File: config.mk
export PLATFORM = sky130hd
export DESIGN_NAME = pend_table_engine
export DESIGN_NICKNAME = d
export VERILOG_FILES = /design/src/rtl/pend_pkg.sv /design/src/rtl/pend_cmd_gate.sv /design/src/rtl/pend_rmw_seq.sv /design/src/rtl/pend_table_engine.sv
export SDC_FILE = /design/constraint.sdc
export NUM_CORES = 1
export LEC_CHECK = 0
export BUFFER_PORTS_ARGS = -buffer_cell sky130_fd_sc_hd__clkbuf_2
export CAP_MARGIN = 20
export CORE_MARGIN = 2
export CORE_UTILIZATION = 48
export CTS_CLUSTER_SIZE = 12
export DETAILED_ROUTE_END_ITERATION = 7
export GPL_TIMING_DRIVEN = 1
export PLACE_DENSITY = 0.81
export SETUP_SLACK_MARGIN = 0.05
export SLEW_MARGIN = 40
export SYNTH_ARGS = -nofsm -noshare
export SYNTH_HDL_FRONTEND = slang
export SYNTH_SLANG_ARGS = --single-unit
File: constraint.sdc
create_clock -name clk -period 5.1 [get_ports clk]
set_clock_uncertainty 0.05 [all_clocks]
set_input_delay 0.255 -clock clk [delete_from_list [all_inputs] [get_ports clk]]
set_output_delay 0.255 -clock clk [all_outputs]
set_load 0.005 [all_outputs]
File: src/rtl/pend_pkg.sv
package pend_pkg;

    typedef enum logic [1:0] {
        OP_SETCLR  = 2'd0,
        OP_MOVE    = 2'd1,
        OP_MOVEALL = 2'd2,
        OP_RSVD    = 2'd3
    } pend_op_e;

    typedef enum logic [2:0] {
        ST_IDLE,
        ST_SRC_RD,
        ST_SRC_CHK,
        ST_SRC_WR,
        ST_DST_RD,
        ST_DST_CHK,
        ST_DST_WR
    } pend_st_e;

    // where an admitted command starts
    typedef enum logic [1:0] {
        GO_NONE,
        GO_SRC,
        GO_DST,
        GO_EMPTY
    } pend_go_e;

    function automatic logic [7:0] bit_put(logic [7:0] b, logic [2:0] pos, logic lvl);
        logic [7:0] r;
        r      = b;
        r[pos] = lvl;
        return r;
    endfunction

endpackage

File: src/rtl/pend_cmd_gate.sv
module pend_cmd_gate
    import pend_pkg::*;
#(
    parameter int ID_W     = 16,
    parameter int IDB_W    = 5,
    parameter int FIRST_ID = 8192,
    localparam int BYTE_W  = ID_W - 3
) (
    input  pend_op_e          op,
    input  logic [ID_W-1:0]   id,
    input  logic              src_en,
    input  logic [IDB_W-1:0]  src_idbits,
    input  logic              dst_en,
    input  logic [IDB_W-1:0]  dst_idbits,
    output pend_go_e          go,
    output logic [BYTE_W-1:0] last_idx
);
    localparam logic [IDB_W-1:0] W_MAX = IDB_W'(ID_W - 1);
    localparam int WALK_FIRST = FIRST_ID / 8;

    logic [IDB_W-1:0] w_src, w_dst, w_mv;
    logic             fits_dst, fits_mv, both_on, walk_empty;
    logic [ID_W:0]    span, nbytes;

    always_comb begin
        w_src    = (src_idbits > W_MAX) ? W_MAX : src_idbits;
        w_dst    = (dst_idbits > W_MAX) ? W_MAX : dst_idbits;
        w_mv     = (w_src < w_dst) ? w_src : w_dst;
        fits_dst = ((32'(id) >> (32'(w_dst) + 1)) == 32'd0);
        fits_mv  = ((32'(id) >> (32'(w_mv) + 1)) == 32'd0);
        both_on  = src_en && dst_en;
        span       = (ID_W+1)'(1) << (32'(w_mv) + 1);
        nbytes     = span >> 3;
        walk_empty = (32'(nbytes) <= WALK_FIRST);
        last_idx   = BYTE_W'(nbytes - 1'b1);
        unique case (op)
            OP_SETCLR:  go = (dst_en && (32'(id) >= FIRST_ID) && fits_dst) ? GO_DST : GO_NONE;
            OP_MOVE:    go = (both_on && fits_mv) ? GO_SRC : GO_NONE;
            OP_MOVEALL: go = both_on ? (walk_empty ? GO_EMPTY : GO_SRC) : GO_NONE;
            default:    go = GO_NONE;
        endcase
    end

endmodule

File: src/rtl/pend_rmw_seq.sv
module pend_rmw_seq
    import pend_pkg::*;
#(
    parameter int ADDR_W   = 32,
    parameter int ID_W     = 16,
    parameter int FIRST_ID = 8192,
    localparam int BYTE_W  = ID_W - 3
) (
    input  logic              clk,
    input  logic              rst,
    input  logic              cmd_valid,
    output logic              cmd_ready,
    input  pend_op_e          op,
    input  logic [ID_W-1:0]   id,
    input  logic              level,
    input  pend_go_e          go,
    input  logic [BYTE_W-1:0] last_idx,
    input  logic [ADDR_W-1:0] src_base,
    input  logic [ID_W-1:0]   src_best,
    input  logic [ADDR_W-1:0] dst_base,
    input  logic [ID_W-1:0]   dst_best,
    output logic              busy,
    output logic              mem_rd_en,
    output logic              mem_wr_en,
    output logic [ADDR_W-1:0] mem_addr,
    output logic [7:0]        mem_wdata,
    input  logic [7:0]        mem_rdata,
    output logic              cand_valid,
    output logic [ID_W-1:0]   cand_id,
    output logic              rescan_src,
    output logic              rescan_dst
);
    localparam logic [BYTE_W-1:0] WALK_FIRST = BYTE_W'(FIRST_ID / 8);

    pend_st_e          st;
    pend_op_e          op_q;
    logic [ID_W-1:0]   id_q, src_best_q, dst_best_q;
    logic              lvl_q;
    logic [ADDR_W-1:0] src_base_q, dst_base_q;
    logic [BYTE_W-1:0] idx, last_q;
    logic [7:0]        keep_q, wbyte_q;
    logic              cand_q, rsrc_q, rdst_q;
    logic              walk, at_last, src_side;
    logic [2:0]        bpos;

    assign walk    = (op_q == OP_MOVEALL);
    assign at_last = (idx == last_q);
    assign bpos    = id_q[2:0];

    always_ff @(posedge clk) begin
        if (rst) begin
            st         <= ST_IDLE;
            op_q       <= OP_SETCLR;
            id_q       <= '0;
            lvl_q      <= 1'b0;
            src_base_q <= '0;
            dst_base_q <= '0;
            src_best_q <= '0;
            dst_best_q <= '0;
            idx        <= '0;
            last_q     <= '0;
            keep_q     <= '0;
            wbyte_q    <= '0;
            cand_q     <= 1'b0;
            rsrc_q     <= 1'b0;
            rdst_q     <= 1'b0;
        end else begin
            cand_q <= 1'b0;
            rsrc_q <= 1'b0;
            rdst_q <= 1'b0;
            unique case (st)
                ST_IDLE: if (cmd_valid) begin
                    op_q       <= op;
                    id_q       <= id;
                    lvl_q      <= (op == OP_MOVE) ? 1'b1 : level;
                    src_base_q <= src_base;
                    dst_base_q <= dst_base;
                    src_best_q <= src_best;
                    dst_best_q <= dst_best;
                    last_q     <= last_idx;
                    unique case (go)
                        GO_DST: begin
                            idx <= id[ID_W-1:3];
                            st  <= ST_DST_RD;
                        end
                        GO_SRC: begin
                            idx <= (op == OP_MOVEALL) ? WALK_FIRST : id[ID_W-1:3];
                            st  <= ST_SRC_RD;
                        end
                        GO_EMPTY: begin
                            rsrc_q <= 1'b1;
                            rdst_q <= 1'b1;
                        end
                        default: ;
                    endcase
                end
                ST_SRC_RD: st <= ST_SRC_CHK;
                ST_SRC_CHK: begin
                    if (walk) begin
                        if (mem_rdata == 8'd0) begin
                            if (at_last) begin
                                st     <= ST_IDLE;
                                rsrc_q <= 1'b1;
                                rdst_q <= 1'b1;
                            end else begin
                                idx <= idx + 1'b1;
                                st  <= ST_SRC_RD;
                            end
                        end else begin
                            keep_q <= mem_rdata;
                            st     <= ST_DST_RD;
                        end
                    end else if (mem_rdata[bpos]) begin
                        wbyte_q <= bit_put(mem_rdata, bpos, 1'b0);
                        st      <= ST_SRC_WR;
                    end else begin
                        st <= ST_IDLE;
                    end
                end
                ST_SRC_WR: begin
                    if (walk) begin
                        if (at_last) begin
                            st     <= ST_IDLE;
                            rsrc_q <= 1'b1;
                            rdst_q <= 1'b1;
                        end else begin
                            idx <= idx + 1'b1;
                            st  <= ST_SRC_RD;
                        end
                    end else begin
                        if (id_q == src_best_q) rsrc_q <= 1'b1;
                        st <= ST_DST_RD;
                    end
                end
                ST_DST_RD: st <= ST_DST_CHK;
                ST_DST_CHK: begin
                    if (walk) begin
                        wbyte_q <= mem_rdata | keep_q;
                        st      <= ST_DST_WR;
                    end else if (mem_rdata[bpos] == lvl_q) begin
                        st <= ST_IDLE;
                    end else begin
                        wbyte_q <= bit_put(mem_rdata, bpos, lvl_q);
                        st      <= ST_DST_WR;
                    end
                end
                ST_DST_WR: begin
                    if (walk) begin
                        wbyte_q <= 8'd0;
                        st      <= ST_SRC_WR;
                    end else begin
                        if (lvl_q) cand_q <= 1'b1;
                        else if (id_q == dst_best_q) rdst_q <= 1'b1;
                        st <= ST_IDLE;
                    end
                end
                default: st <= ST_IDLE;
            endcase
        end
    end

    always_comb begin
        busy      = (st != ST_IDLE);
        cmd_ready = !busy;
        mem_rd_en = (st == ST_SRC_RD) || (st == ST_DST_RD);
        mem_wr_en = (st == ST_SRC_WR) || (st == ST_DST_WR);
        src_side  = (st == ST_SRC_RD) || (st == ST_SRC_WR);
        mem_addr  = (src_side ? src_base_q : dst_base_q) + ADDR_W'(idx);
        mem_wdata = wbyte_q;
    end

    assign cand_valid = cand_q;
    assign cand_id    = id_q;
    assign rescan_src = rsrc_q;
    assign rescan_dst = rdst_q;


    rw_excl_chk: assert property (@(posedge clk) disable iff (rst)
        !(mem_rd_en && mem_wr_en));


    rmw_order_chk: assert property (@(posedge clk) disable iff (rst)
        mem_wr_en |-> ($past(mem_rd_en, 2) || $past(mem_wr_en)));


    wr_changes_chk: assert property (@(posedge clk) disable iff (rst)
        (st == ST_DST_WR && !walk) |-> (mem_wdata != $past(mem_rdata)));


    busy_start_chk: assert property (@(posedge clk) disable iff (rst)
        $rose(busy) |-> $past(cmd_valid && cmd_ready));


    cand_after_wr_chk: assert property (@(posedge clk) disable iff (rst)
        cand_valid |-> ($past(mem_wr_en) && $past(mem_wdata[cand_id[2:0]])));

endmodule

File: src/rtl/pend_table_engine.sv
module pend_table_engine
    import pend_pkg::*;
#(
    parameter int ADDR_W   = 32,
    parameter int ID_W     = 16,
    parameter int IDB_W    = 5,
    parameter int FIRST_ID = 8192
) (
    input  logic              clk,
    input  logic              rst,
    input  logic              cmd_valid,
    output logic              cmd_ready,
    input  logic [1:0]        cmd_op,
    input  logic [ID_W-1:0]   cmd_id,
    input  logic              cmd_level,
    input  logic              src_en,
    input  logic [IDB_W-1:0]  src_idbits,
    input  logic [ADDR_W-1:0] src_base,
    input  logic [ID_W-1:0]   src_best,
    input  logic              dst_en,
    input  logic [IDB_W-1:0]  dst_idbits,
    input  logic [ADDR_W-1:0] dst_base,
    input  logic [ID_W-1:0]   dst_best,
    output logic              busy,
    output logic              mem_rd_en,
    output logic              mem_wr_en,
    output logic [ADDR_W-1:0] mem_addr,
    output logic [7:0]        mem_wdata,
    input  logic [7:0]        mem_rdata,
    output logic              cand_valid,
    output logic [ID_W-1:0]   cand_id,
    output logic              rescan_src,
    output logic              rescan_dst
);
    localparam int BYTE_W = ID_W - 3;

    pend_op_e          op;
    pend_go_e          go;
    logic [BYTE_W-1:0] last_idx;

    assign op = pend_op_e'(cmd_op);

    pend_cmd_gate #(
        .ID_W(ID_W), .IDB_W(IDB_W), .FIRST_ID(FIRST_ID)
    ) u_gate (
        .op(op), .id(cmd_id),
        .src_en(src_en), .src_idbits(src_idbits),
        .dst_en(dst_en), .dst_idbits(dst_idbits),
        .go(go), .last_idx(last_idx)
    );

    pend_rmw_seq #(
        .ADDR_W(ADDR_W), .ID_W(ID_W), .FIRST_ID(FIRST_ID)
    ) u_seq (
        .clk(clk), .rst(rst),
        .cmd_valid(cmd_valid), .cmd_ready(cmd_ready),
        .op(op), .id(cmd_id), .level(cmd_level),
        .go(go), .last_idx(last_idx),
        .src_base(src_base), .src_best(src_best),
        .dst_base(dst_base), .dst_best(dst_best),
        .busy(busy),
        .mem_rd_en(mem_rd_en), .mem_wr_en(mem_wr_en),
        .mem_addr(mem_addr), .mem_wdata(mem_wdata), .mem_rdata(mem_rdata),
        .cand_valid(cand_valid), .cand_id(cand_id),
        .rescan_src(rescan_src), .rescan_dst(rescan_dst)
    );

endmodule

==> flow_summary.ini, run 1 <==
[status]
run_status = completed

[cells_and_area]
num-nets-final = 1626
area_growth_syn_to_layout_pct = 25.91
layout-drive-gt1-share_pct = 18.18
insertedDiodeCount = 0

[detailed_routing]
detail_route.first_pass.iterations = 6
detail_route.drc_violations = 0
finalWirelength_mm = 29.39
detail_route.wl_per_cell_um = 16.89
viasPerCell = 5.633
ant_nets = 0
routed-via-count = 9802
drtIter0Drc = 1148

[worst_setup_path]
ff2ff_path_depth = 8
timing.setup.critical_path_class = reg -> out
worst_ep_required_time_ps = 4800
arrival_time_reported_for_the_critical_path_endpoint_ps = 4210
timing.critical_path.cells = nor2b_1 > buf_4 > nand2_1 > nand2_1 > ha_1 > fa_1 > a21o_1 > a21oi_1 > o21bai_1 > a21oi_1 > o21bai_1 > a211oi_1 > buf_4 > nor2_1 > nand4_1 > xor2_1 > clkbuf_2
crit-reg2reg-launch = u_seq.cand_id[2]
worstReg2RegEnd = u_seq.mem_wdata[4]
timing.reg2reg.setup_slack_ps = 2040
critPathMaxFanout = 21
worst_path_max_delay_cell = dfxtp_1
cpPeakStageDelay_ps = 610
worst_setup_path_start_kind = flop
cp-end-kind = primary output

[global_route]
grt_pass1_vias = 9187
grt_overflow = 0
grtUsageTotal_pct = 28.05
antenna_found_initial = 0
grt_start_max_net_pins = 85
wire_length_of_the_first_global_routing_pass_mm = 45.73

[timing]
worst_slack_ps = 589.1
setup_viol = 0
fin_setup_tns_ps = 0
layout_min_cycle_time_ps = 4511
hold_viol_final = 0
max_freq_mhz = 221.7
holdWs_ps = 0.9141
final-max-slew-violation-count = 0
worst_slew_pin_slew_ps = 794.6
rsz0062_at_grt = false
final_min_period_over_clock_period_pct = 88.45
timing.max_slew.rel_slack_pct = 47.03

[hold_path]
hold_path.startpoint = src_best[3]
holdPathStages = 3
hold_path_class = in -> reg
min_to = u_seq.src_best_q[3]

[clock_tree]
cts_made_buffers = 17
cts_resized = 0
clk_pin_slew_worst_paths_ps = 70
clock_insertion_delay_at_the_later_pin_of_the_skew_report_ps = 430
cts.root.buffer_cell = clkbuf_16
cts.htree.levels = 4
cts_tree = built
cts-root-to-sink-buffers = 2
cts.sinks = 163

[power]
power_density_nw_per_um2 = 297.9
vdd.ir_drop.worst_uv = 236.5
p_leak_uw = 0.005068

[die]
core_region_area_um2 = 18830
die_w_um = 142.9
initial_core_util_pct = 49.16
io_pins = 201
die_area_um2 = 20410
row_count = 50
die_height_um = 142.9

[logic_synthesis]
synthArstFlopShare_pct = 0
synthTopCellsByArea = dfxtp_1, nand2_1, a21oi_1, xnor2_1, xor2_1
yosysTopAreaCell = dfxtp_1
synth_seq_cells = 163
sequential_to_total_area_share_from_yosys_stat_pct = 35.25
number_of_distinct_standard_cells_referenced_by_the_synthesized_netlist = 70
total_of_warnings_raised_by_yosys = 0
gate_count_after_technology_mapping = 1249
synth.net_count = 1408
synth_flop_cell = dfxtp_1
synth_area_per_cell_um2 = 7.412
netlist_area_um2 = 9258
synth.top_cell.area_share_pct = 35.25
number_of_enable_type_register_cells_in_the_synthesized_netlist = 0

[place]
hpwlAfterDp_mm = 20.21
detailedPlace.worstSlack_ps = 773.9
io_buffers = 200
gp_congestion = 0.9396

[job]
cap_violations = 0
## worst max-delay path by stage
stage | start | endpoint | cells past startpoint
5_1_grt | u_seq.st[0] | mem_addr[28] | 16
3_5_place_dp | src_idbits[4] | u_seq.idx[9] | 15
3_3_place_gp | src_idbits[4] | u_seq.idx[9] | 15
6_report | u_seq.st[2] | mem_addr[28] | 17
2_1_floorplan | u_seq.st[2] | mem_addr[28] | 16
4_1_cts | u_seq.st[0] | mem_addr[17] | 15
## per-stage QoR
| step | power (µW) | instance area, µm² | util (%) | instances |
|---|---|---|---|---|
| floorplan | 1845 | 9258 | - | 1249 |
| global placement | 2056 | 10340 | 54.94 | 1641 |
| detailed placement | 2072 | 10360 | 55.04 | 1642 |
| CTS | 3467 | 11630 | 61.78 | 1739 |
| global route | 3616 | 11660 | 61.90 | 1740 |
| finish | 3472 | 11660 | 61.90 | 1740 |
## repair_timing
item | in CTS | in global routing
hold buffers | 65 | 1
endpoints found under the hold margin | 65 | 1
setup buffers | 0 | 0
## sequential cells by signal, indices dropped and copies added, names as in the netlist
| signal | count |
|---|---|
| u_seq.idx | 13 |
| u_seq.src_best_q | 16 |
| u_seq.dst_best_q | 16 |
| u_seq.cand_valid | 1 |
| u_seq.rescan_dst | 1 |
| u_seq.cand_id | 16 |
| u_seq.dst_base_q | 32 |
| u_seq.keep_q | 8 |
| u_seq.op_q | 2 |
| u_seq.st | 3 |
| u_seq.last_q | 13 |
| u_seq.src_base_q | 32 |
| u_seq.mem_wdata | 8 |
| u_seq.lvl_q | 1 |
| u_seq.rescan_src | 1 |
## layer usage
metal | wire length (µm) | up-vias | track usage, %
li1 | - | 4772 | -
met1 | 12530 | 4543 | 37.70
met2 | 14110 | 423 | 46.13
met3 | 2068 | 64 | 4.225
met4 | 675 | 0 | 9.536
met5 | 0 | - | 0
## where the power goes
part           internal, µW  switching, µW
Sequential             1350           87.6
Clock                   788            583
Combinational           285            374
## cell families after synthesis
group                    after synthesis  synth area share, %
XOR/XNOR                              87                8.231
buffers and inverters                 88                3.879
adder cells (fa/ha/maj)               21                2.919
other                                  2              0.08112
AO/OA/AOI/OAI                        294                19.03
AND/OR/NAND/NOR                      562                27.14
flip-flops                           163                35.25
multiplexers                          32                3.473
## critical path, delay by kind of cell (launching register included)
family,cells,cell delay [ps]
AO/OA/AOI/OAI,6,1230
flip-flops,1,610
AND/OR/NAND/NOR,5,530
adder cells (fa/ha/maj),2,600
XOR/XNOR,1,190
buffers and inverters,3,590
## synth_stat cells (all sizes together) (3+ instances only)
| cell | instances |
|---|---|
| or3 | 6 |
| dfxtp | 163 |
| xnor2 | 48 |
| o21ai | 41 |
| a22o | 4 |
| nand3 | 33 |
| o22ai | 7 |
| nor3 | 45 |
| buf | 17 |
| or4 | 3 |
| a21o | 7 |
| a22oi | 5 |
| or2 | 6 |
| mux2i | 31 |
| a21oi | 160 |
| ha | 20 |
| and4 | 5 |
| o21bai | 5 |
| o32ai | 4 |
| xor2 | 39 |
| clkbuf | 59 |
| and3 | 7 |
| nand2b | 5 |
| a31oi | 16 |
| o31ai | 7 |
| a2bb2oi | 3 |
| inv | 12 |
| o221a | 3 |
| nand4 | 17 |
| a211oi | 7 |
| nor4b | 4 |
| nand2 | 318 |
| a311oi | 8 |
| nand3b | 7 |
| nor2b | 14 |
| nor4 | 13 |
| nor2 | 73 |
## final cells by class
type	count	area [µm²]
fill	1667	7174
multi-input combinational	998	5657
sequential	163	3263
timing repair buffer	275	1748
clock buffer	17	425.4
tap	260	325.3
clock inverter	15	192.7
inverter	12	45.04
## placed cells by master (no fill, tap or decap), types with 8 or more instances in the layout
cell type      instances
inv_1                 12
clkbuf_16             17
buf_4                  8
o21ai_0               35
xnor2_1               48
dfxtp_1              163
nor4_1                12
nand3_1               33
nor3_1                43
nand4_1               17
xor2_1                39
a31oi_1               16
clkbuf_2             199
a21oi_1              160
nor2_1                71
dlygate4sd3_1         66
nand2_1              317
ha_1                  20
nor2b_1               14
mux2i_1               30
(Power assumes the default switching activity.)
==> run 2: changes to the inputs <==
CORE_UTILIZATION = 55   (was 48)
GPL_TIMING_DRIVEN = unset   (was 1)
PLACE_DENSITY = 0.9   (was 0.81)
==> flow_summary.ini, run 2 (same netlist as run 1, synthesis figures left out) <==
[global_route]
grtUsageTotal_pct = 33.50
antenna_found_initial = 1
wire_length_of_the_first_global_routing_pass_mm = 48.22
grt_pass1_vias = 9692
grt_overflow = 0
grt_start_max_net_pins = 93

[worst_setup_path]
timing.setup.critical_path_class = reg -> out
worst_setup_path_start_kind = flop
cp-end-kind = primary output
cpLargestDelayFamily = compound AO/OA/AOI/OAI gates
worst_ep_required_time_ps = 4800
critPathBufInv = 1
timing.critical_path.cells = nor2b_1 > nand2_1 > nand2_1 > ha_1 > a21o_1 > a21oi_1 > o21bai_1 > a21oi_1 > o21bai_1 > a21oi_1 > nor3_2 > nor3b_1 > xnor2_1 > clkbuf_2
critical_path.most_common_cell = a21oi_1
worst_path_max_delay_cell = nor2b_1
arrival_time_reported_for_the_critical_path_endpoint_ps = 4520
critPathMaxFanout = 13
cpPeakStageDelay_ps = 620

[clock_tree]
cts.sinks = 163
cts_setup_buffers = 0
cts_tree = built
cts-root-to-sink-buffers = 2
cts.htree.levels = 4
clock_insertion_delay_at_the_later_pin_of_the_skew_report_ps = 430
cts.root.buffer_cell = clkbuf_16
clk_pin_slew_worst_paths_ps = 70
cts_made_buffers = 17

[power]
vdd.ir_drop.worst_uv = 275.1
p_leak_uw = 0.005062
finalPower_uw = 3401
power_density_nw_per_um2 = 292.5

[timing]
rsz0062_at_grt = false
setup_viol = 0
worst_slew_pin_slew_ps = 817.2
max_freq_mhz = 207.1
holdWs_ps = 7.540
fin_setup_tns_ps = 0
final_min_period_over_clock_period_pct = 94.67
timing.max_slew.rel_slack_pct = 45.52
hold_viol_final = 0
layout_min_cycle_time_ps = 4828
final-max-slew-violation-count = 0

[status]
run_status = finished, violations left
failed_checks = DRC

[cells_and_area]
multi_input_area_um2 = 5659
num-nets-final = 1631
layout_commonest_cell = nand2_1
layout_common_cells = nand2_1, clkbuf_2, dfxtp_1, a21oi_1, dlygate4sd3_1
fillerInstances = 1214
layout_top_registers = u_seq.dst_base_q x32, u_seq.src_base_q x32
fin_area_um2 = 11630
area_growth_syn_to_layout_pct = 25.59
sequential_cell_area_um2 = 3263
layout-drive-gt1-share_pct = 18.18
final_core_util_pct = 70.36

[die]
die_area_um2 = 17890
io_pins = 201
die_height_um = 133.7
initial_core_util_pct = 56.02
die_w_um = 133.7
row_count = 47
core_region_area_um2 = 16520

[detailed_routing]
ant_nets = 0
detail_route.drc_violations = 1
drtIter0Drc = 1357
routed-via-count = 10197
detail_route.wl_per_cell_um = 17.75
detail_route.first_pass.iterations = 8
finalWirelength_mm = 30.28
viasPerCell = 5.977

[place]
hpwlAfterDp_mm = 19.58
placement.cell_area_um2 = 10320
io_buffers = 200
gp_congestion = 0.9409

[job]
cap_violations = 0

[hold_path]
hold_path_class = in -> reg
==> run 2: cell count changes in the layout (fill, tap and decap cells not counted), sizes merged <==
cell	delta
dlygate4sd3	+5
clkinvlp	+3
bufinv	-2
clkinv	-2
diode	+1
inv	+1
==> run 2: path summary, 6_finish.rpt <==
path | startpoint | to | slack (ps) | depth (start not counted)
min | dst_base[10] | u_seq.dst_base_q[10] | 8 | 3
max | u_seq.st[0] | mem_addr[31] | 270 | 14
min reg2reg | u_seq.dst_base_q[26] | u_seq.dst_base_q[26] | 400 | 2
max reg2reg | u_seq.op_q[0] | u_seq.idx[8] | 2050 | 8
==> run 2: layout make-up <==
class / instances / share of cell area [%]
flip-flops and latches: 163 / 28.07
multi-input cells: 998 / 48.68
clock inverters: 15 / 1.356
repair buffers: 280 / 15.46
clock buffers: 17 / 3.659
diodes: 1 / 0.02152
inverters: 12 / 0.3874
well taps: 220 / 2.368
==> run 2: per-layer routing <==
layer / global-route usage [%] / up-vias / share of wire, %
li1: - / 4790 / -
met1: 41.54 / 4663 / 40
met2: 54.87 / 619 / 48
met3: 8.067 / 125 / 8.3
met4: 15.84 / 0 / 4.1
met5: 0 / - / 0
==> run 2: where the power goes <==
part,internal [µW],switching [µW]
registers,1350,91.7
clock network,695,592
logic,287,381
total,2340,1070
==> run 2: repair_timing <==
action | 4_1_cts | 5_1_grt
endpoints found under the setup margin | 0 | 1
hold buffers | 71 | 0
resized for setup | 0 | 1
endpoints found under the hold margin | 71 | 0
==> run 2: metrics by stage <==
step,setup slack [ps],instances
after global placement,898.8,1601
after global routing,109.8,1706
after detailed placement,842.8,1602
after CTS,445.3,1705
after floorplan,1158,1249
final,271.7,1706
==> run 2: tightest hold or removal path, delay by kind of cell <==
kind,cells,cell delay [ps]
AOI/OAI and AO/OA,1,60
and+or+nand+nor,1,50
buffers and inverters,1,80
==> run 3: changes to the inputs <==
CORE_MARGIN = 5   (was 2)
==> flow_summary.ini, run 3 (same netlist as run 1, synthesis figures left out) <==
[clock_tree]
cts.htree.levels = 4
clock_insertion_delay_at_the_later_pin_of_the_skew_report_ps = 430
cts-root-to-sink-buffers = 2
cts.sinks = 163
cts.root.buffer_cell = clkbuf_16
clk_pin_slew_worst_paths_ps = 70
cts_made_buffers = 17
cts_tree = built
cts_setup_buffers = 0

[worst_setup_path]
critPathBufInv = 2
cpPeakStageDelay_ps = 770
cpLargestDelayFamily = simple AND/OR/NAND/NOR gates
worst_ep_required_time_ps = 4800
crit_path_end = mem_addr[31]
critPathMaxFanout = 33
arrival_time_reported_for_the_critical_path_endpoint_ps = 4300
worstReg2RegEnd = u_seq.mem_wdata[1]
critical_path.most_common_cell = nand2_1
worst_setup_path_startpoint = u_seq.st[2]
timing.reg2reg.setup_slack_ps = 2090
crit_cells = 12
crit-reg2reg-launch = u_seq.cand_id[2]
worst_path_max_delay_cell = nor3_1
timing.critical_path.cells = nand2b_2 > buf_4 > nand2_1 > nand2_1 > ha_1 > nand4_1 > nor2_1 > a21oi_1 > nor3_1 > nor3b_1 > xnor2_1 > clkbuf_2
cp-end-kind = primary output
ff2ff_path_depth = 9
worst_setup_path_start_kind = flop
timing.setup.critical_path_class = reg -> out

[place]
io_buffers = 200
hpwlAfterDp_mm = 20.11
gp_congestion = 0.9459
placement.cell_area_um2 = 10310
dp.cells = 1601

[cells_and_area]
multi_input_area_um2 = 5648
final_core_util_pct = 69.44
layout-drive-gt1-share_pct = 18.10
layout_commonest_cell = nand2_1
area_growth_syn_to_layout_pct = 23.95
num-nets-final = 1616
layout_top_registers = u_seq.dst_base_q x32, u_seq.src_base_q x32
layout_common_cells = nand2_1, clkbuf_2, dfxtp_1, a21oi_1, nor2_1
final-instance-count-excl-fill = 1690
fillerInstances = 1286
sequential_cell_area_um2 = 3263
fin_area_um2 = 11470
insertedDiodeCount = 0

[job]
cap_violations = 0

[global_route]
grtUsageTotal_pct = 29.85
grt_start_max_net_pins = 121
wire_length_of_the_first_global_routing_pass_mm = 48.53
antenna_found_initial = 0
grt_overflow = 0
grt_pass1_vias = 9703

[die]
io_pins = 201
row_count = 47
die_area_um2 = 19530
initial_core_util_pct = 56.02
die_height_um = 139.7
die_w_um = 139.7
core_region_area_um2 = 16520

[timing]
worst_slew_pin_slew_ps = 872.0
timing.max_slew.rel_slack_pct = 41.42
final-max-slew-violation-count = 0
final_min_period_over_clock_period_pct = 90.33
setup_viol = 0
fin_setup_tns_ps = 0
hold_viol_final = 0
rsz0062_at_grt = false
max_freq_mhz = 217.1
layout_min_cycle_time_ps = 4607

[power]
power_density_nw_per_um2 = 295.5
p_leak_uw = 0.005010
vdd.ir_drop.worst_uv = 260.4
finalPower_uw = 3391

[detailed_routing]
drtIter0Drc = 1220
detail_route.drc_violations = 0
viasPerCell = 6.101
finalWirelength_mm = 30.46
routed-via-count = 10310
ant_nets = 0
detail_route.first_pass.iterations = 5
detail_route.wl_per_cell_um = 18.02

[status]
run_status = completed

[hold_path]
hold_path_class = in -> reg
-- run 3: changes by cell type in the layout (fill, tap and decap cells not counted), moves of 2 or more --
cell / change
inv_8: -2
dlygate4sd3_1: -14
buf_4: -2
clkinv_4: +2
-- run 3: how the worst min path moves through the flow --
stage,slack (ps),end,startpoint,depth (start not counted)
6_report,5,u_seq.src_base_q[21],src_base[21],3
5_1_grt,0.06,u_seq.src_base_q[21],src_base[21],3
4_1_cts,0.3,u_seq.src_base_q[13],src_base[13],3
3_5_place_dp,400,u_seq.src_base_q[0],u_seq.src_base_q[0],2
3_3_place_gp,390,u_seq.src_base_q[31],u_seq.src_base_q[31],2
2_1_floorplan,340,u_seq.dst_base_q[0],dst_base[0],2
-- run 3: area by class of cell --
cell class / count / area share, %
Tap cell: 220 / 2.399
Sequential cell: 163 / 28.44
Clock buffer: 17 / 3.707
Clock inverter: 15 / 1.407
Timing Repair Buffer: 265 / 14.44
Inverter: 12 / 0.3925
Multi-Input combinational cell: 998 / 49.22
-- run 3: where the power goes --
part	total (µW)	switching, µW	leakage [µW]	internal (µW)
clock	1290	592	0.000284	695
combinational	660	379	0.00339	281
sequential	1440	91.1	0.00134	1350
total	3390	1060	0.00501	2330
-- run 3: worst min-delay path, cell delays in order --
cell      delay, ps
clkbuf_2         80
nand2_1          50
a21oi_1          50
-- run 3: per-layer routing --
layer	track usage [%]	routed length (µm)	up-vias
met3	5.798	2704	121
met2	49.78	14630	609
met4	11.37	1197	0
li1	-	-	4759
met1	38.26	11930	4821
met5	0	0	-
-- run 3: repair_timing --
item / 4_1_cts / 5_1_grt
gates resized for setup: 0 / 0
hold endpoints to repair: 55 / 2
hold buffers: 55 / 2
-- run 3: stage by stage --
| stage | hold WS (ps) | worst slack [ps] |
|---|---|---|
| detailed placement | 397.1 | 859.7 |
| global placement | 392.2 | 940.1 |
| floorplan | 341.0 | 1158 |
| global route | 0.05912 | 186.9 |
| CTS | 0.2647 | 613.1 |
| finish | 5.383 | 493.0 |
